<file path="src/rtl/i2s_dac_pkg.sv">
package i2s_dac_pkg;

  localparam int CFG_W  = 4;
  localparam int RATE_W = 2;

  typedef struct packed {
    logic              mclk_on;
    logic              port_on;
    logic [RATE_W-1:0] rate;
  } cfg_t;

  // Half bit-clock period in clk cycles: master clock /8, /4, /2 per rate,
  // doubled when the master clock is clk/2. Code 11 behaves like 00.
  function automatic int unsigned half_len(input logic [RATE_W-1:0] rate,
                                           input logic range_hi);
    int unsigned base;
    case (rate)
      2'b01:   base = 2;
      2'b10:   base = 1;
      default: base = 4;
    endcase
    return range_hi ? base * 2 : base;
  endfunction

endpackage

</file>
<file path="src/rtl/i2s_dac_clkgen.sv">
module i2s_dac_clkgen
  import i2s_dac_pkg::*;
#(
  parameter int DIV_W = 4
) (
  input  logic              clk,
  input  logic              rst_n,
  input  logic              run,
  input  logic              range_hi,
  input  logic [RATE_W-1:0] rate,
  output logic              half_tick,
  output logic              sclk_q,
  output logic              sclk_fall,
  output logic              mclk_div
);

  logic [DIV_W-1:0] div_cnt;

  assign half_tick = run && (div_cnt == DIV_W'(half_len(rate, range_hi) - 1));
  assign sclk_fall = half_tick && sclk_q;

  always_ff @(posedge clk or negedge rst_n) begin
    if (!rst_n) begin
      div_cnt  <= '0;
      sclk_q   <= 1'b0;
      mclk_div <= 1'b0;
    end else if (!run) begin
      div_cnt  <= '0;
      sclk_q   <= 1'b0;
      mclk_div <= 1'b0;
    end else begin
      mclk_div <= ~mclk_div;
      if (half_tick) begin
        div_cnt <= '0;
        sclk_q  <= ~sclk_q;
      end else begin
        div_cnt <= div_cnt + 1'b1;
      end
    end
  end

endmodule

</file>
<file path="src/rtl/i2s_dac_serializer.sv">
module i2s_dac_serializer #(
  parameter int WORD_W = 16
) (
  input  logic              clk,
  input  logic              rst_n,
  input  logic              run,
  input  logic              sclk_fall,
  input  logic              smp_valid,
  input  logic [WORD_W-1:0] smp_left,
  input  logic [WORD_W-1:0] smp_right,
  output logic              smp_ready,
  output logic              frame_edge,
  output logic              lr_q,
  output logic              sdata_q
);

  localparam int SLOTS = 2 * WORD_W;
  localparam int CNT_W = $clog2(SLOTS);
  localparam logic [CNT_W-1:0] LAST = CNT_W'(SLOTS - 1);

  logic [CNT_W-1:0]  bit_cnt;
  logic [CNT_W-1:0]  nxt_slot;
  logic [SLOTS-1:0]  sh;
  logic [WORD_W-1:0] hold_l, hold_r, cur_l, cur_r;
  logic              hold_full;
  logic              take;

  assign smp_ready  = !hold_full;
  assign take       = smp_valid && !hold_full;
  assign frame_edge = sclk_fall && (bit_cnt == LAST);
  assign nxt_slot   = bit_cnt + 1'b1;

  // slot counter, word select and data line all move on falling bit clock
  always_ff @(posedge clk or negedge rst_n) begin
    if (!rst_n) begin
      bit_cnt <= LAST;
      lr_q    <= 1'b1;
      sdata_q <= 1'b0;
    end else if (!run) begin
      bit_cnt <= LAST;
      lr_q    <= 1'b1;
      sdata_q <= 1'b0;
    end else if (sclk_fall) begin
      bit_cnt <= nxt_slot;
      lr_q    <= (nxt_slot >= CNT_W'(WORD_W));
      sdata_q <= sh[SLOTS-1];
    end
  end

  // holding slot, current pair and shift register
  always_ff @(posedge clk or negedge rst_n) begin
    if (!rst_n) begin
      hold_full <= 1'b0;
      hold_l    <= '0;
      hold_r    <= '0;
      cur_l     <= '0;
      cur_r     <= '0;
      sh        <= '0;
    end else if (frame_edge) begin
      if (hold_full) begin
        cur_l     <= hold_l;
        cur_r     <= hold_r;
        sh        <= {hold_l, hold_r};
        hold_full <= 1'b0;
      end else if (take) begin
        cur_l <= smp_left;
        cur_r <= smp_right;
        sh    <= {smp_left, smp_right};
      end else begin
        sh <= {cur_l, cur_r};
      end
    end else begin
      if (take) begin
        hold_l    <= smp_left;
        hold_r    <= smp_right;
        hold_full <= 1'b1;
      end
      if (!run) sh <= '0;
      else if (sclk_fall) sh <= {sh[SLOTS-2:0], 1'b0};
    end
  end

endmodule

</file>
<file path="src/rtl/i2s_dac_port.sv">
module i2s_dac_port
  import i2s_dac_pkg::*;
#(
  parameter int WORD_W = 16,
  parameter int PIN_N  = 4,
  parameter int DIV_W  = 4
) (
  input  logic              clk,
  input  logic              rst_n,
  input  logic              clk_range,
  input  logic              cfg_we,
  input  logic [CFG_W-1:0]  cfg_wdata,
  output logic [CFG_W-1:0]  cfg_q,
  input  logic              smp_valid,
  input  logic [WORD_W-1:0] smp_left,
  input  logic [WORD_W-1:0] smp_right,
  output logic              smp_ready,
  input  logic [PIN_N-1:0]  gpio_out,
  input  logic [PIN_N-1:0]  gpio_oe,
  output logic [PIN_N-1:0]  pad_out,
  output logic [PIN_N-1:0]  pad_oe
);

  cfg_t              cfg_s;
  logic              act_en;
  logic [RATE_W-1:0] act_rate;
  logic              act_range;
  logic              half_tick, sclk_q, sclk_fall, mclk_div;
  logic              frame_edge, lr_q, sdata_q;
  logic              mclk_pin;
  logic              apply_now;

  assign cfg_s     = cfg_t'(cfg_q);
  assign apply_now = !act_en || frame_edge;

  always_ff @(posedge clk or negedge rst_n) begin
    if (!rst_n)      cfg_q <= '0;
    else if (cfg_we) cfg_q <= cfg_wdata;
  end

  // settings that shape a frame are only taken over at a frame boundary
  always_ff @(posedge clk or negedge rst_n) begin
    if (!rst_n) begin
      act_en    <= 1'b0;
      act_rate  <= '0;
      act_range <= 1'b0;
    end else if (apply_now) begin
      act_en    <= cfg_s.port_on;
      act_rate  <= cfg_s.rate;
      act_range <= clk_range;
    end
  end

  i2s_dac_clkgen #(.DIV_W(DIV_W)) u_clk (
    .clk       (clk),
    .rst_n     (rst_n),
    .run       (act_en),
    .range_hi  (act_range),
    .rate      (act_rate),
    .half_tick (half_tick),
    .sclk_q    (sclk_q),
    .sclk_fall (sclk_fall),
    .mclk_div  (mclk_div)
  );

  i2s_dac_serializer #(.WORD_W(WORD_W)) u_ser (
    .clk        (clk),
    .rst_n      (rst_n),
    .run        (act_en),
    .sclk_fall  (sclk_fall),
    .smp_valid  (smp_valid),
    .smp_left   (smp_left),
    .smp_right  (smp_right),
    .smp_ready  (smp_ready),
    .frame_edge (frame_edge),
    .lr_q       (lr_q),
    .sdata_q    (sdata_q)
  );

  assign mclk_pin = act_en && cfg_s.mclk_on && (act_range ? mclk_div : clk);

  always_comb begin
    if (act_en) begin
      pad_out = {sdata_q, lr_q, sclk_q, mclk_pin};
      pad_oe  = '1;
    end else begin
      pad_out = gpio_out;
      pad_oe  = gpio_oe;
    end
  end

endmodule

</file>
<file path="config.mk">
export PLATFORM = sky130hd
export DESIGN_NAME = i2s_dac_port
export DESIGN_NICKNAME = d
export VERILOG_FILES = /design/src/rtl/i2s_dac_pkg.sv /design/src/rtl/i2s_dac_clkgen.sv /design/src/rtl/i2s_dac_serializer.sv /design/src/rtl/i2s_dac_port.sv
export SDC_FILE = /design/constraint.sdc
export NUM_CORES = 1
export LEC_CHECK = 0
export ABC_AREA = 1
export CORE_ASPECT_RATIO = 1.75
export CORE_MARGIN = 8
export CORE_UTILIZATION = 63
export DETAILED_ROUTE_END_ITERATION = 16
export PLACE_DENSITY = 0.89
export SLEW_MARGIN = 20
export SYNTH_ARGS = -nofsm -noshare
export SYNTH_HDL_FRONTEND = slang
export SYNTH_SLANG_ARGS = --single-unit
</file>
<file path="constraint.sdc">
create_clock -name clk -period 6.4 [get_ports clk]
set_clock_uncertainty 0.1 [all_clocks]
set_input_delay 1.28 -clock clk [delete_from_list [all_inputs] [get_ports clk]]
set_output_delay 1.28 -clock clk [all_outputs]
set_load 0.01 [all_outputs]
</file>
After elaboration in Yosys (flattened, before gate mapping):

Index checks and enable logic that the tools add are counted.

* register bits after elaboration: 118
* input bits: 49
* output and inout bits: 13
* word-level logic and storage cells: 70

* $add $sub $neg: 3
* magnitude comparators: 1
* equality and inequality tests: 7
* mux-type cells: 27
* bitwise gates (word level): 3
* reductions and logical operators: 13

Operators by type and width (count)
* $mux 32: 5
* $mux 16: 4
* $mux 4: 5
* $mux 1: 10
* $mux 5: 2
* $logic_and 1x1->1: 6
* $pmux 3 s2: 1
* $add 5x1->5 const B: 1
* $eq 5x5->1 const B: 1
* $ge 5x5->1 const B: 1
* $add 4x1->4 const B: 1
* $eq 4x4->1: 1
* $ne 2x1->1 const B: 2
* $reduce_and 2->1: 2
* $reduce_bool 2->1: 2
* $sub 4x1->4 const B: 1
* $ne 3x1->1 const B: 1
* $not 1->1: 3
* $eq 2x1->1 const B: 1
* $eq 2x2->1 const B: 1
* $logic_not 1->1: 2
* $logic_or 1x1->1: 1

Depth between registers and ports, before layout:

Gate-level depths: netlist of run 1.

* depth in word-level cells: 10
* depth in mapped cells: 16
* mapped depth without buffers: 15

Hierarchy:

Synthesis of run 1 repeated with hierarchy kept, for this count alone.

* cell total of the unflattened synthesis: 789
* area, all modules: 5983.2 um2

By module, submodules not included
* i2s_dac_serializer: instances 1, cells an instance 644, area an instance 4932.2 um2
* i2s_dac_clkgen: instances 1, cells an instance 90, area an instance 648.1 um2
* i2s_dac_port: instances 1, cells an instance 55, area an instance 402.9 um2

==> results of run 1 <==
[layout make-up]
| class | instances | area, µm² | area share |
|---|---|---|---|
| multi-input cells | 700 | 3110 | 0.395 |
| flip-flops and latches | 117 | 2930 | 0.373 |
| repair buffers | 69 | 666 | 0.0846 |
| clock buffers | 32 | 592 | 0.0752 |
| inverters | 89 | 342 | 0.0434 |
| well taps | 127 | 159 | 0.0202 |
| clock inverters | 4 | 70.1 | 0.00891 |
[power breakdown]
part	leakage, nW	total (mW)	internal (mW)	switching [mW]
clock network	0.326	1.05	0.702	0.345
registers	1.47	1.18	1.01	0.167
logic	2.57	1.26	0.433	0.825
total	4.36	3.48	2.15	1.34
[logic make-up after synthesis]
family / synth area share
AOI/OAI and AO/OA: 0.108
xor gates and xnor gates: 0.00263
adders and majority gates: 0.0131
buffers and inverters: 0.0970
DFF: 0.440
muxes: 0.00507
and+or+nand+nor: 0.335
[per-stage QoR]
step                instances  instance area, µm²  hold WS, ns  worst slack (ns)
global route             1138                7870        0.355             0.685
global placement         1103                7210        0.316              1.14
floorplan                 963                6670        0.304              1.54
CTS                      1138                7860        0.344             0.770
detailed placement       1103                7210        0.325              1.14
finish                   1138                7870        0.344             0.783
[flip-flops by register name (all words and copies together) (netlist names), 2 cells and up]
name	count
act_rate	2
cfg_q	4
u_clk.div_cnt	4
u_ser.bit_cnt	5
u_ser.cur_l	16
u_ser.cur_r	16
u_ser.hold_l	16
u_ser.hold_r	16
u_ser.sh	32
[routing by layer]
layer	wire length, µm	up-vias	global-route usage
met3	1090	56	0.0715
li1	-	3075	-
met5	0	-	0
met1	6500	3112	0.286
met2	9220	279	0.421
met4	472	0	0.124
[path summary, 6_finish.rpt]
path | to | slack (ns) | cells after the start
hold / removal | u_clk.mclk_div | 0.34 | 1
setup / recovery | pad_out[0] | 0.78 | 5
setup reg to reg | u_ser.sh[16] | 3.14 | 12
hold reg to reg | u_clk.mclk_div | 0.34 | 1
min in group asynchronous | u_ser.hold_r[4] | 0.71 | 1
max in group asynchronous | u_ser.sh[18] | 4.23 | 2
[cells in the final DEF, fill, tap and decap left out, drive strengths merged]
master and instances:
nand4 32, clkdlybuf4s50 60, bufinv 2, or2 6, o21ai 138, nand3b 1, nand3 14, clkinv 4
ha 7, inv 87, a21oi 3, clkbuf 31, xnor2 1, nand2 471, o211ai 1, dfrtp 112
dfstp 5, xor2 1, buf 10, mux2 3, nor2 22
[cell usage after synthesis]
cell / n / area share
nand3b_1: 1 / 0.0011
nor2_4: 2 / 0.0034
inv_6: 1 / 0.0013
nand2_1: 463 / 0.26
buf_4: 7 / 0.0079
dfrtp_1: 112 / 0.42
nor2_2: 2 / 0.0019
buf_6: 7 / 0.012
nand4_1: 31 / 0.029
dfstp_2: 5 / 0.020
nor2_1: 18 / 0.010
nand2_2: 5 / 0.0047
a21oi_1: 2 / 0.0015
or2_2: 6 / 0.0056
o211ai_1: 1 / 0.0011
buf_1: 3 / 0.0017
clkinv_1: 2 / 0.0011
ha_1: 7 / 0.013
nand3_1: 13 / 0.0098
o21ai_0: 109 / 0.082
clkbuf_1: 30 / 0.017
a21oi_2: 1 / 0.0013
inv_2: 1 / 0.00056
nand4_2: 1 / 0.0019
xor2_1: 1 / 0.0013
nand2_4: 3 / 0.0051
nand3_2: 1 / 0.0015
o21ai_1: 29 / 0.022
inv_1: 84 / 0.047
mux2_2: 3 / 0.0051
buf_2: 10 / 0.0075
xnor2_1: 1 / 0.0013
inv_4: 1 / 0.00094
[worst max-delay path, stage by stage]
cell and delay (ns):
clkbuf_16 0.12, clkbuf_16 0.12, o211ai_1 0.17, o21ai_0 0.13
clkdlybuf4s50_1 0.49
==> out/metrics.cfg, run 1 <==
[run_status]
outcome = finished, final reports clean

[yosys]
yosys_warnings = 0
syn_area_um2 = 6670
synth_nets = 1019
netlist-cell-type-count = 33
ys_ff_latch = 117
synth.avg_cell_area_um2 = 6.93
synth_seq_area_share = 0.440
netlist_instances = 963

[route]
routed-via-count = 6522
ant_nets = 0
post_drt_wl_per_cell_um = 15.2
first_pass_iters = 7
drcViolationCount = 0
wl_um = 17300
vias_per_cell = 5.73
drt_iter0_drc = 669

[grt]
antenna_found_initial = 0
grt_max_degree = 66
overflow = 0
grt_util_all_layers = 0.253
grt_pass1_wl_um = 29200
grt_pass1_vias = 6370

[clock_network]
cts_setup_buffers = 0
post_cts_resized = 0
clk_pin_slew_ns = 0.05
clk_latency_ns = 0.53
hold_buffers = 0
cts_tree = yes

[place]
detailed_place_hpwl_um = 9880
port_buffers = 61
gp_congestion = 0.798

[timing]
drv_slew = 0
fin_setup_tns_ns = 0
worst-slew-pin-transition_ns = 0.888
rsz0062_at_grt = no
setup_viol = 0
hold_violations = 0
relSlewSlack = 0.407

[layout]
diodes = 0
fill_cells = 764
synthToLayoutAreaGrowth_pct = 18.0
drive_gt1_frac = 0.0702
final_util = 0.764
fin_nets = 1054

[power_and_ir_drop]
p_total_mw = 3.48
p_leak_nw = 4.36
peakVddDrop_mv = 0.306
power.density_nw_per_um2 = 443

[critical_path]
crit_arrival_ns = 4.24
cp-start-kind = clock port
crit_type = clock port to output pin
startpoint = clk
cp.required_ns = 5.02
reg2reg_from = u_ser.hold_full
critPathMaxFanout = 2
cp-end-kind = output pin

[floorplan]
start_util = 0.647
ios = 62
coreArea_um2 = 10300
fp.dieW_um = 93.8
row_count = 49
dieArea_um2 = 14300
fp.dieH_um = 152

[run]
drv_cap = 0

[worst_hold_path]
hold_start = u_clk.mclk_div
hold_class = register to register

Note: power is estimated with default switching activity, not from simulation.
==> run 2: changes to the inputs <==
--- a/config.mk
+++ b/config.mk
@@ -5,12 +5,12 @@
 export SDC_FILE = /design/constraint.sdc
 export NUM_CORES = 1
 export LEC_CHECK = 0
-export ABC_AREA = 1
 export CORE_ASPECT_RATIO = 1.75
 export CORE_MARGIN = 8
-export CORE_UTILIZATION = 63
+export CORE_UTILIZATION = 62
+export CTS_CLUSTER_SIZE = 12
 export DETAILED_ROUTE_END_ITERATION = 16
-export PLACE_DENSITY = 0.89
+export PLACE_DENSITY = 0.88
 export SLEW_MARGIN = 20
 export SYNTH_ARGS = -nofsm -noshare
 export SYNTH_HDL_FRONTEND = slang
==> run 2 against run 1 <==
  * Hold slack gained 0.0084 ns
  * Largest cell class unchanged
  * Clock power up 8%
  * Critical path type unchanged
  * Core utilization down 1.1 points
  * First-iteration DRC count is 4.3% lower
  * Combinational power increased by 29%
  * Setup slack better by 0.12 ns
==> out/metrics.cfg, run 2 <==
[run_status]
outcome = finished, final reports clean

[yosys]
synth.top_cells.by_count = dfrtp_1, o21ai_0, mux2_2
synth_area_leaders = dfrtp_1, mux2_2, o21ai_0
synth_edf_count = 0
netlist-cell-type-count = 48
synth-simple-area-share = 0.118
synth_seq_area_share = 0.445
ys_ff_latch = 117
synth_top_family_by_area = multiplexers
synth_adder_area_share = 0.0133
yosys.area.top_type = dfrtp_1
synth_most_common_cell = dfrtp_1
yosys_warnings = 0
netlist_instances = 663
synth-compound-area-share = 0.175
syn_area_um2 = 6600
synth.avg_cell_area_um2 = 9.95
synth_nets = 719
synth_ff_type = dfrtp_1
yosys-mux-area-fraction = 0.177
synth_xor_area_frac = 0.00664
synth_top_area_frac = 0.425
synthArstFlopShare = 1.00

[place]
detailed_place_hpwl_um = 9440
port_buffers = 61
pre_cts_slack_ns = 1.17
dpl-instance-area_um2 = 7170
dpl.cell_count = 802
gp_congestion = 0.796

[layout]
drive_gt1_frac = 0.182
final_cell_count_no_fill = 838
fin_nets = 751
largest-register = u_ser.sh
design_area_um2 = 7910
final_common_cell = dfrtp_1
largest_reg_flops = 32
diodes = 0
synthToLayoutAreaGrowth_pct = 19.9
layout_common_cells = dfrtp_1, o21ai_0, mux2_2
final_util = 0.752

[clock_network]
clk_pin_slew_ns = 0.05
hold_buffers = 0
cts_tree = yes
cts_setup_buffers = 0
clk_latency_ns = 0.53
post_cts_resized = 0

[floorplan]
coreArea_um2 = 10500
start_util = 0.628
fp.dieH_um = 152
dieArea_um2 = 14300
fp.dieW_um = 94.0
row_count = 50
ios = 62

[timing]
relSlewSlack = 0.316
fin_setup_tns_ns = 0
setup_viol = 0
drv_slew = 0
worst-slew-pin-transition_ns = 1.02
rsz0062_at_grt = no
fin_ws_ns = 0.903
timing.hold.ws_ns = 0.353
hold_violations = 0

[critical_path]
crit_arrival_ns = 4.12
cp.required_ns = 5.02
ff2ff_path_depth = 9
cp-end-kind = output pin
cp-start-kind = clock port
critPathMaxFanout = 2
crit_type = clock port to output pin

[run]
drv_cap = 0

[power_and_ir_drop]
peakVddDrop_mv = 0.488
p_total_mw = 4.00
p_leak_nw = 3.39
power.density_nw_per_um2 = 506

[route]
wl_um = 16000
post_drt_wl_per_cell_um = 19.1
drt_iter0_drc = 640
vias_per_cell = 6.49
first_pass_iters = 6
drcViolationCount = 0
routed-via-count = 5442
ant_nets = 0

[worst_hold_path]
hold_class = register to register
hold_depth = 1

[grt]
grt_pass1_wl_um = 26600
overflow = 0
antenna_found_initial = 0
grt_util_all_layers = 0.230
grt_max_degree = 99
grt_pass1_vias = 5559

## run 2: final timing paths
kind | from | end | slack, ns
setup / recovery | clk | pad_out[0] | 0.90
hold / removal | u_clk.mclk_div | u_clk.mclk_div | 0.35
setup reg to reg | act_rate[0] | u_ser.cur_r[7] | 2.60
hold reg to reg | u_clk.mclk_div | u_clk.mclk_div | 0.35
max in group asynchronous | rst_n | u_ser.hold_full | 4.18
min in group asynchronous | rst_n | u_ser.hold_r[10] | 0.66
## run 2: layer usage
layer | routed length [µm] | track usage
met1 | 6120 | 0.259
met2 | 8590 | 0.384
met3 | 789 | 0.0612
met4 | 485 | 0.122
met5 | 0 | 0
## run 2: where the power goes
part | internal (mW) | switching, mW
Combinational | 0.618 | 1.02
Clock | 0.781 | 0.346
Sequential | 1.05 | 0.188
Total | 2.45 | 1.55
## run 2: worst max-delay path, stage by stage
cell	delay, ns
clkbuf_16	0.12
clkbuf_16	0.13
mux2i_1	0.11
o2bb2ai_1	0.08
clkdlybuf4s50_1	0.48
## run 2: final cells by class
type	count	area, µm²
sequential	117	2940
fill	677	2600
inverter	39	146
tap	130	163
timing repair buffer	73	711
clock buffer	27	573
multi-input combinational	443	3230
clock inverter	9	148
## run 2: logic make-up after synthesis
logic type,after synthesis
muxes,107
buffers and inverters,103
xor gates and xnor gates,5
AOI/OAI and AO/OA,184
DFF,117
adders and majority gates,7
and+or+nand+nor,140
